==> config.mk <==
export PLATFORM = sky130hd
export DESIGN_NAME = pwr_seq_ctrl
export DESIGN_NICKNAME = d
export VERILOG_FILES = /design/src/rtl/pgc_pkg.sv /design/src/rtl/pgc_decide.sv /design/src/rtl/pgc_timer.sv /design/src/rtl/pgc_outdec.sv /design/src/rtl/pwr_seq_ctrl.sv
export SDC_FILE = /design/constraint.sdc
export NUM_CORES = 1
export LEC_CHECK = 0
export BUFFER_PORTS_ARGS = -buffer_cell sky130_fd_sc_hd__buf_2
export CAP_MARGIN = 5
export CORE_ASPECT_RATIO = 1.2
export CORE_MARGIN = 5
export CORE_UTILIZATION = 53
export DETAILED_ROUTE_END_ITERATION = 8
export MAX_ROUTING_LAYER = met4
export PLACE_DENSITY = 0.85
export RECOVER_POWER = 100
export SLEW_MARGIN = 20
export SYNTH_ARGS = -nofsm -noshare
export SYNTH_HDL_FRONTEND = slang
export SYNTH_SLANG_ARGS = --single-unit
==> constraint.sdc <==
create_clock -name clk -period 9.9 [get_ports clk]
set_input_delay 1.98 -clock clk [delete_from_list [all_inputs] [get_ports clk]]
set_output_delay 1.98 -clock clk [all_outputs]
set_load 0.02 [all_outputs]
==> src/rtl/pgc_pkg.sv <==
package pgc_pkg;

    typedef enum logic [2:0] {
        PG_RUN    = 3'd0,
        PG_CGATE  = 3'd1,
        PG_SAVE   = 3'd2,
        PG_ENTER  = 3'd3,
        PG_OFF    = 3'd4,
        PG_RAMP   = 3'd5,
        PG_REST   = 3'd6,
        PG_RESUME = 3'd7
    } pg_state_e;

    typedef struct packed {
        logic clk_en;
        logic sleep;
        logic iso;
        logic save_req;
        logic rest_req;
    } pg_ctl_t;

    function automatic pg_ctl_t decode_ctl(pg_state_e s);
        pg_ctl_t c;
        c = '0;
        unique case (s)
            PG_RUN:    c.clk_en = 1'b1;
            PG_CGATE:  c = '0;
            PG_SAVE:   begin c.clk_en = 1'b1; c.iso = 1'b1; c.save_req = 1'b1; end
            PG_ENTER:  c.iso = 1'b1;
            PG_OFF:    begin c.sleep = 1'b1; c.iso = 1'b1; end
            PG_RAMP:   c.iso = 1'b1;
            PG_REST:   begin c.iso = 1'b1; c.rest_req = 1'b1; end
            PG_RESUME: c = '0;
            default:   c = '0;
        endcase
        return c;
    endfunction

endpackage

==> src/rtl/pgc_decide.sv <==
module pgc_decide #(
    parameter int IW = 16,
    parameter int CW = 8
) (
    input  logic [IW-1:0] idle_len,
    input  logic [CW-1:0] ramp_cycles,
    input  logic [CW-1:0] rest_cycles,
    output logic          go_deep
);
    localparam int SW = (IW > CW + 1) ? IW : CW + 1;

    logic [SW-1:0] wake_cost;
    logic [SW-1:0] idle_ext;

    always_comb begin
        wake_cost = SW'(ramp_cycles) + SW'(rest_cycles);
        idle_ext  = SW'(idle_len);
        go_deep   = idle_ext > wake_cost;
    end
endmodule

==> src/rtl/pgc_timer.sv <==
module pgc_timer #(
    parameter int CW = 8
) (
    input  logic          clk,
    input  logic          rst,
    input  logic          load,
    input  logic [CW-1:0] load_val,
    input  logic          tick,
    output logic          last
);
    logic [CW-1:0] cnt;

    always_ff @(posedge clk) begin
        if (rst)
            cnt <= '0;
        else if (load)
            cnt <= load_val;
        else if (tick && cnt > CW'(1))
            cnt <= cnt - CW'(1);
    end

    assign last = (cnt <= CW'(1));
endmodule

==> src/rtl/pgc_outdec.sv <==
module pgc_outdec
    import pgc_pkg::*;
(
    input  pg_state_e state,
    output pg_ctl_t   ctl
);
    always_comb ctl = decode_ctl(state);
endmodule

==> src/rtl/pwr_seq_ctrl.sv <==
module pwr_seq_ctrl
    import pgc_pkg::*;
#(
    parameter int IW = 16,
    parameter int CW = 8
) (
    input  logic          clk,
    input  logic          rst,
    input  logic          idle_req,
    input  logic [IW-1:0] idle_len,
    input  logic [CW-1:0] ramp_cycles,
    input  logic [CW-1:0] rest_cycles,
    input  logic          save_ack,
    input  logic          rest_ack,
    output logic          save_req,
    output logic          rest_req,
    output logic          sleep,
    output logic          clk_en,
    output logic          iso,
    output logic [2:0]    state_o
);
    pg_state_e state, nxt;
    pg_ctl_t   ctl;
    logic      go_deep;
    logic      ramp_last;
    logic      wake_pend;
    logic      ramp_load;

    pgc_decide #(.IW(IW), .CW(CW)) u_dec (
        .idle_len    (idle_len),
        .ramp_cycles (ramp_cycles),
        .rest_cycles (rest_cycles),
        .go_deep     (go_deep)
    );

    assign ramp_load = (state == PG_OFF) && (nxt == PG_RAMP);

    pgc_timer #(.CW(CW)) u_tmr (
        .clk      (clk),
        .rst      (rst),
        .load     (ramp_load),
        .load_val (ramp_cycles),
        .tick     (state == PG_RAMP),
        .last     (ramp_last)
    );

    pgc_outdec u_out (
        .state (state),
        .ctl   (ctl)
    );

    always_comb begin
        nxt = state;
        unique case (state)
            PG_RUN:    if (idle_req) nxt = go_deep ? PG_SAVE : PG_CGATE;
            PG_CGATE:  if (!idle_req) nxt = PG_RUN;
            PG_SAVE:   if (save_ack) nxt = PG_ENTER;
            PG_ENTER:  nxt = PG_OFF;
            PG_OFF:    if (wake_pend || !idle_req) nxt = PG_RAMP;
            PG_RAMP:   if (ramp_last) nxt = PG_REST;
            PG_REST:   if (rest_ack) nxt = PG_RESUME;
            PG_RESUME: nxt = PG_RUN;
            default:   nxt = PG_RUN;
        endcase
    end

    always_ff @(posedge clk) begin
        if (rst) begin
            state     <= PG_RUN;
            wake_pend <= 1'b0;
        end else begin
            state <= nxt;
            if ((state == PG_SAVE || state == PG_ENTER) && !idle_req)
                wake_pend <= 1'b1;
            else if (state == PG_OFF)
                wake_pend <= 1'b0;
        end
    end

    assign save_req = ctl.save_req;
    assign rest_req = ctl.rest_req;
    assign sleep    = ctl.sleep;
    assign clk_en   = ctl.clk_en;
    assign iso      = ctl.iso;
    assign state_o  = state;

    // short idle leads to clock stop only
    a_r2_short_idle_cgate: assert property (@(posedge clk) disable iff (rst)
        (state == PG_RUN && idle_req && !go_deep) |=> (state == PG_CGATE && !sleep));

    // save request held until acknowledged
    a_r4_save_hold: assert property (@(posedge clk) disable iff (rst)
        (save_req && !save_ack) |=> save_req);

    // clock stopped and outputs clamped before the rail opens
    a_r5_clk_before_sleep: assert property (@(posedge clk) disable iff (rst)
        $rose(sleep) |-> ($past(!clk_en) && $past(iso)));

    a_r5_no_clock_while_off: assert property (@(posedge clk) disable iff (rst)
        sleep |-> (!clk_en && iso));

    // clamp released only after restore acknowledge
    a_r6_iso_release: assert property (@(posedge clk) disable iff (rst)
        $fell(iso) |-> $past(rest_ack));

    // restore request held until acknowledged
    a_r8_rest_hold: assert property (@(posedge clk) disable iff (rst)
        (rest_req && !rest_ack) |=> rest_req);

    // remembered wake leaves the off state at once
    a_r9_pending_wake: assert property (@(posedge clk) disable iff (rst)
        (state == PG_OFF && wake_pend) |=> (state == PG_RAMP));
endmodule

* After elaboration in Yosys (flattened, before gate mapping) *
Index checks and enable logic that the tools add are counted.
W data, S select, Z words.

word-level totals
  word-level logic and storage cells = 44
  input port bits = 37
  output and inout bits = 8
  register bits = 12

operators by class
  muxes and demuxes = 17
  add/sub/neg operators = 2
  equal/unequal tests = 8
  reduce and logical (&&, ||, !) cells = 11
  $lt $le $gt $ge = 3

operators with widths
  cell                   count
  $pmux W3 S8            1
  $mux W3                6
  $gt A16 B16 Y1         1
  $mux W8                2
  $eq A3 B3 Y1 const B   5
  $add A8 B8 Y9          1
  $gt A8 B1 Y1 const B   1
  $le A8 B1 Y1 const B   1
  $sub A8 B1 Y8 const B  1
  $mux W1                7
  $eq A3 B2 Y1 const B   2
  $reduce_or A5 Y1       1
  $reduce_bool A2 Y1     2
  $eq A3 B1 Y1 const B   1
  $logic_and A1 B1 Y1    3
  $logic_not A3 Y1       1
  $logic_or A1 B1 Y1     2
  $mux W2                1
  $reduce_or A2 Y1       1
  $logic_not A1 Y1       1

* Longest topological paths before layout *
  word-level depth = 8
  mapped depth = 13
  mapped depth without buffers = 13

* Hierarchy *
From an unflattened synthesis, not the netlist that was laid out.

unflattened totals
  cell total of the unflattened synthesis = 153
  area total of the unflattened synthesis = 1,326.3 um^2

modules (own cells, without submodules)
  module        seq. area each (um^2)  area an instance (um^2)  cells each  instances
  pgc_decide    0.0                    519.2                    64          1
  pgc_timer     160.2                  496.7                    56          1
  pwr_seq_ctrl  80.1                   260.2                    27          1
  pgc_outdec    0.0                    50.0                     6           1

* Least setup slack after synthesis *
Ideal clock, no wire load.

  path kind = input to register
  start point = input ramp_cycles[0]
  end point = register state[1], in the netlist state_o[1]
  stages on the path = 12
  required time = 9.767 ns
  buffers on the path = 0
  setup time = 0.133 ns
  slack = 5.126 ns
  arrival = 4.641 ns
  cell sequence = ha_1 > fa_1 > a21o_1 > a21oi_1 > o21ai_0 > o41ai_1 > ha_1 > or4b_2 > or4_1 > nand2_1 > a211o_2 > a31oi_1

on the way
  cells in the longest elaborated chain, start to end = 5

RTL lines
  what                    RTL line            text
  start: declaration      pwr_seq_ctrl.sv:11  input logic [CW-1:0] ramp_cycles,
  $add A8 B8 Y9           pgc_decide.sv:16    wake_cost = SW'(ramp_cycles) + SW'(rest_cycles);
  $gt A16 B16 Y1          pgc_decide.sv:18    go_deep = idle_ext > wake_cost;
  $mux W2                 pwr_seq_ctrl.sv:55  PG_RUN: if (idle_req) nxt = go_deep ? PG_SAVE : PG_CGATE;
  $mux W3                 pwr_seq_ctrl.sv:55
  $pmux W3 S8             pwr_seq_ctrl.sv:54  unique case (state)
  end signal: assignment  pwr_seq_ctrl.sv:72  state <= nxt;
  end: declaration        pwr_seq_ctrl.sv:22  pg_state_e state, nxt;

Every way passes these cells.
A chain may end at the register's enable or synchronous reset.

* Worst setup path after layout *
Same ends and word-level chain as after synthesis.

==> out/metrics.cfg <==
[sta]
setup-tns-final_ps=0
max_slew_margin_pct=63.1
rsz0062_at_grt=false
finalCritPeriodShare_pct=49.8
finalMaxSlewViolations=0
hold_viol=0
setup_viol_count_final=0
min_period_ps=4930
fmax_mhz=203
finClkSkew_ps=9.01
worst_pin_slew_ps=548

[floorplanning]
io_pins=45
fp-row-count=19
die_h_um=63.1
coreArea_um2=2280
die_w_um=54.2
die-area_um2=3420
initial_utilization_pct=54.5

[synth]
yosysUniqueCellTypes=39
syn_area_per_cell_um2=7.97
synth_ff_type=dfxtp_1
synthSimpleGateAreaFrac_pct=27.6
syn_inst=156
synth-xor-area-share_pct=8.45
yosysWarnings=0
synth_compound_area_share_pct=18.7
synthAdderAreaFrac_pct=20.7
syn_area_um2=1240
ys_seq_elements=12
synth_top_area_share_pct=19.3
synth.largest_area_cell=dfxtp_1
synth-edff-count=0
async_flop_share_pct=0
synth.area.top_cells=dfxtp_1 (19%), ha_1 (19%), nor2_1 (6.3%), xnor2_1 (4.2%), xor2_1 (4.2%)
muxShareOfSynthArea_pct=1.71
yosysSeqAreaShare_pct=19.3
synth_nets=213
synth_top_family_by_area=simple AND/OR/NAND/NOR gates

[worst_hold_path]
hp-class=flip-flop to flip-flop

[setup_path]
worst_path_most_repeated_cell=ha_1
critPathLaunchType=primary input
path_buf_inv=1
worst_path_max_delay_cell=or4b_2
path_class=primary input to flip-flop
r2r_slack_ps=7950
cp_max_fo=2
worst_setup_path_end_kind=flip-flop
crit_required_ps=10030
max_stage_delay_ps=580
path_delay_family=simple AND/OR/NAND/NOR gates
cp.arrival_ps=5060
crit_chain=clkbuf_1 > ha_1 > fa_1 > a21o_1 > a21oi_1 > o21ai_0 > o41ai_1 > ha_1 > or4b_2 > or4_1 > nand2_1 > a211o_2 > a31oi_1

[cells_and_area]
layout_common_cells=buf_2 (33), nor2_1 (21), ha_1 (19)
final_common_cell=buf_2
area_delta_synth_final_pct=20.1
drive_gt1_share_pct=22.1
antenna_cells=0
fillers=217
design_area_um2=1490
nets=258

[flow_run]
cap_violations=0

[clock_tree]
clk_latency_ps=270
numCtsBuffers=3
postCtsHoldBufs=0
cts_setup_buffers=0
clkTransAtPathRegs_ps=70
cts_tree=yes
htreeDepth=1
cts-root-buf=clkbuf_4
ctsResizeCount=0
cts_num_sinks=12
clock_path_buffers=2

[detailed_routing]
wirelength_um=3310
drc=0
viasPerCell=5.68
detail-route-antenna-nets=0
drt_iter0_markers=23
drt_pass1_iterations=4
vias=1306
wl_per_cell_um=14.4

[grt]
grt_pass1_vias=1384
grt_max_degree=15
grt.overflow.total=0
antenna_found_initial=0
grtUsageTotal_pct=21.1
grt_pass1_wl_um=5460

[pwr]
ir_worst_vdd_v=0.0000684
p_leak_nw=0.638
power_density_nw_per_um2=101

[placed_design]
gp_congestion=0.844
placed_area_um2=1490
portBuffers=44
dp_hpwl_um=2830

[run_status]
status=completed

[path summary, 6_finish.rpt]
kind,cells past startpoint,to,startpoint
setup / recovery,13,state_o[1],ramp_cycles[0]
hold / removal,2,wake_pend,wake_pend
setup reg to reg,5,u_tmr.cnt[5],u_tmr.cnt[2]
hold reg to reg,2,wake_pend,wake_pend
[power breakdown]
part	internal, mW	switching [mW]
logic	0.0290	0.0368
registers	0.0507	0.00401
clock network	0.0141	0.0161
[flip-flops by register name, indices dropped and copies added (netlist names)]
name       flops
u_tmr.cnt      8
state_o        3
wake_pend      1
[Yosys cell counts (2+ instances only)]
cell type,number
nor2b_1,3
or3_1,2
nand4_1,2
inv_1,7
nor4b_1,3
o21ai_0,7
or4_4,3
nand3_1,4
and3_1,2
nand2_1,11
nor2_1,21
xnor2_1,6
dfxtp_1,12
a21oi_1,8
o41ai_1,3
buf_2,2
o211ai_1,3
nand2b_1,2
a211oi_1,6
a21o_1,2
clkbuf_1,2
xor2_1,6
nor3_1,5
ha_1,19
[logic make-up after synthesis]
logic type / count (synthesis)
buffers and inverters: 11
muxes: 2
DFF: 12
adders and majority gates: 20
AOI/OAI and AO/OA: 35
and+or+nand+nor: 64
xor gates and xnor gates: 12
[worst register-to-register path, delay by kind of cell (launching register included)]
family,cells,cell delay [ps]
AOI/OAI and AO/OA,1,220
xor gates and xnor gates,1,160
and+or+nand+nor,3,1160
DFF,1,350
[cell type report]
class,instances,area [um2],share of cell area [%]
Clock buffer,3,22.5,1.51
Tap cell,31,38.8,2.60
Sequential cell,12,240,16.1
Inverter,7,26.3,1.76
Multi-Input combinational cell,133,960,64.2
Timing Repair Buffer,44,206,13.8
[stage by stage]
step                      std cells  hold slack, ps  setup WS (ps)  utilization [%]  power (mW)
after global placement          227             477           4870             65.1       0.117
after floorplan                 156             461           5130                -      0.0996
after detailed placement        227             484           4730             65.1       0.122
final                           230             493           4970             65.5       0.151
after global routing            230             514           4880             65.5       0.162
after CTS                       230             497           5000             66.1       0.151
[per-layer routing]
metal	global-route usage, %	part of all wire, %
met5	-	0
met1	21.8	39
met2	38.2	52
met4	8.41	2.4
met3	2.83	6.3
Power figures use the tool's default switching activity.
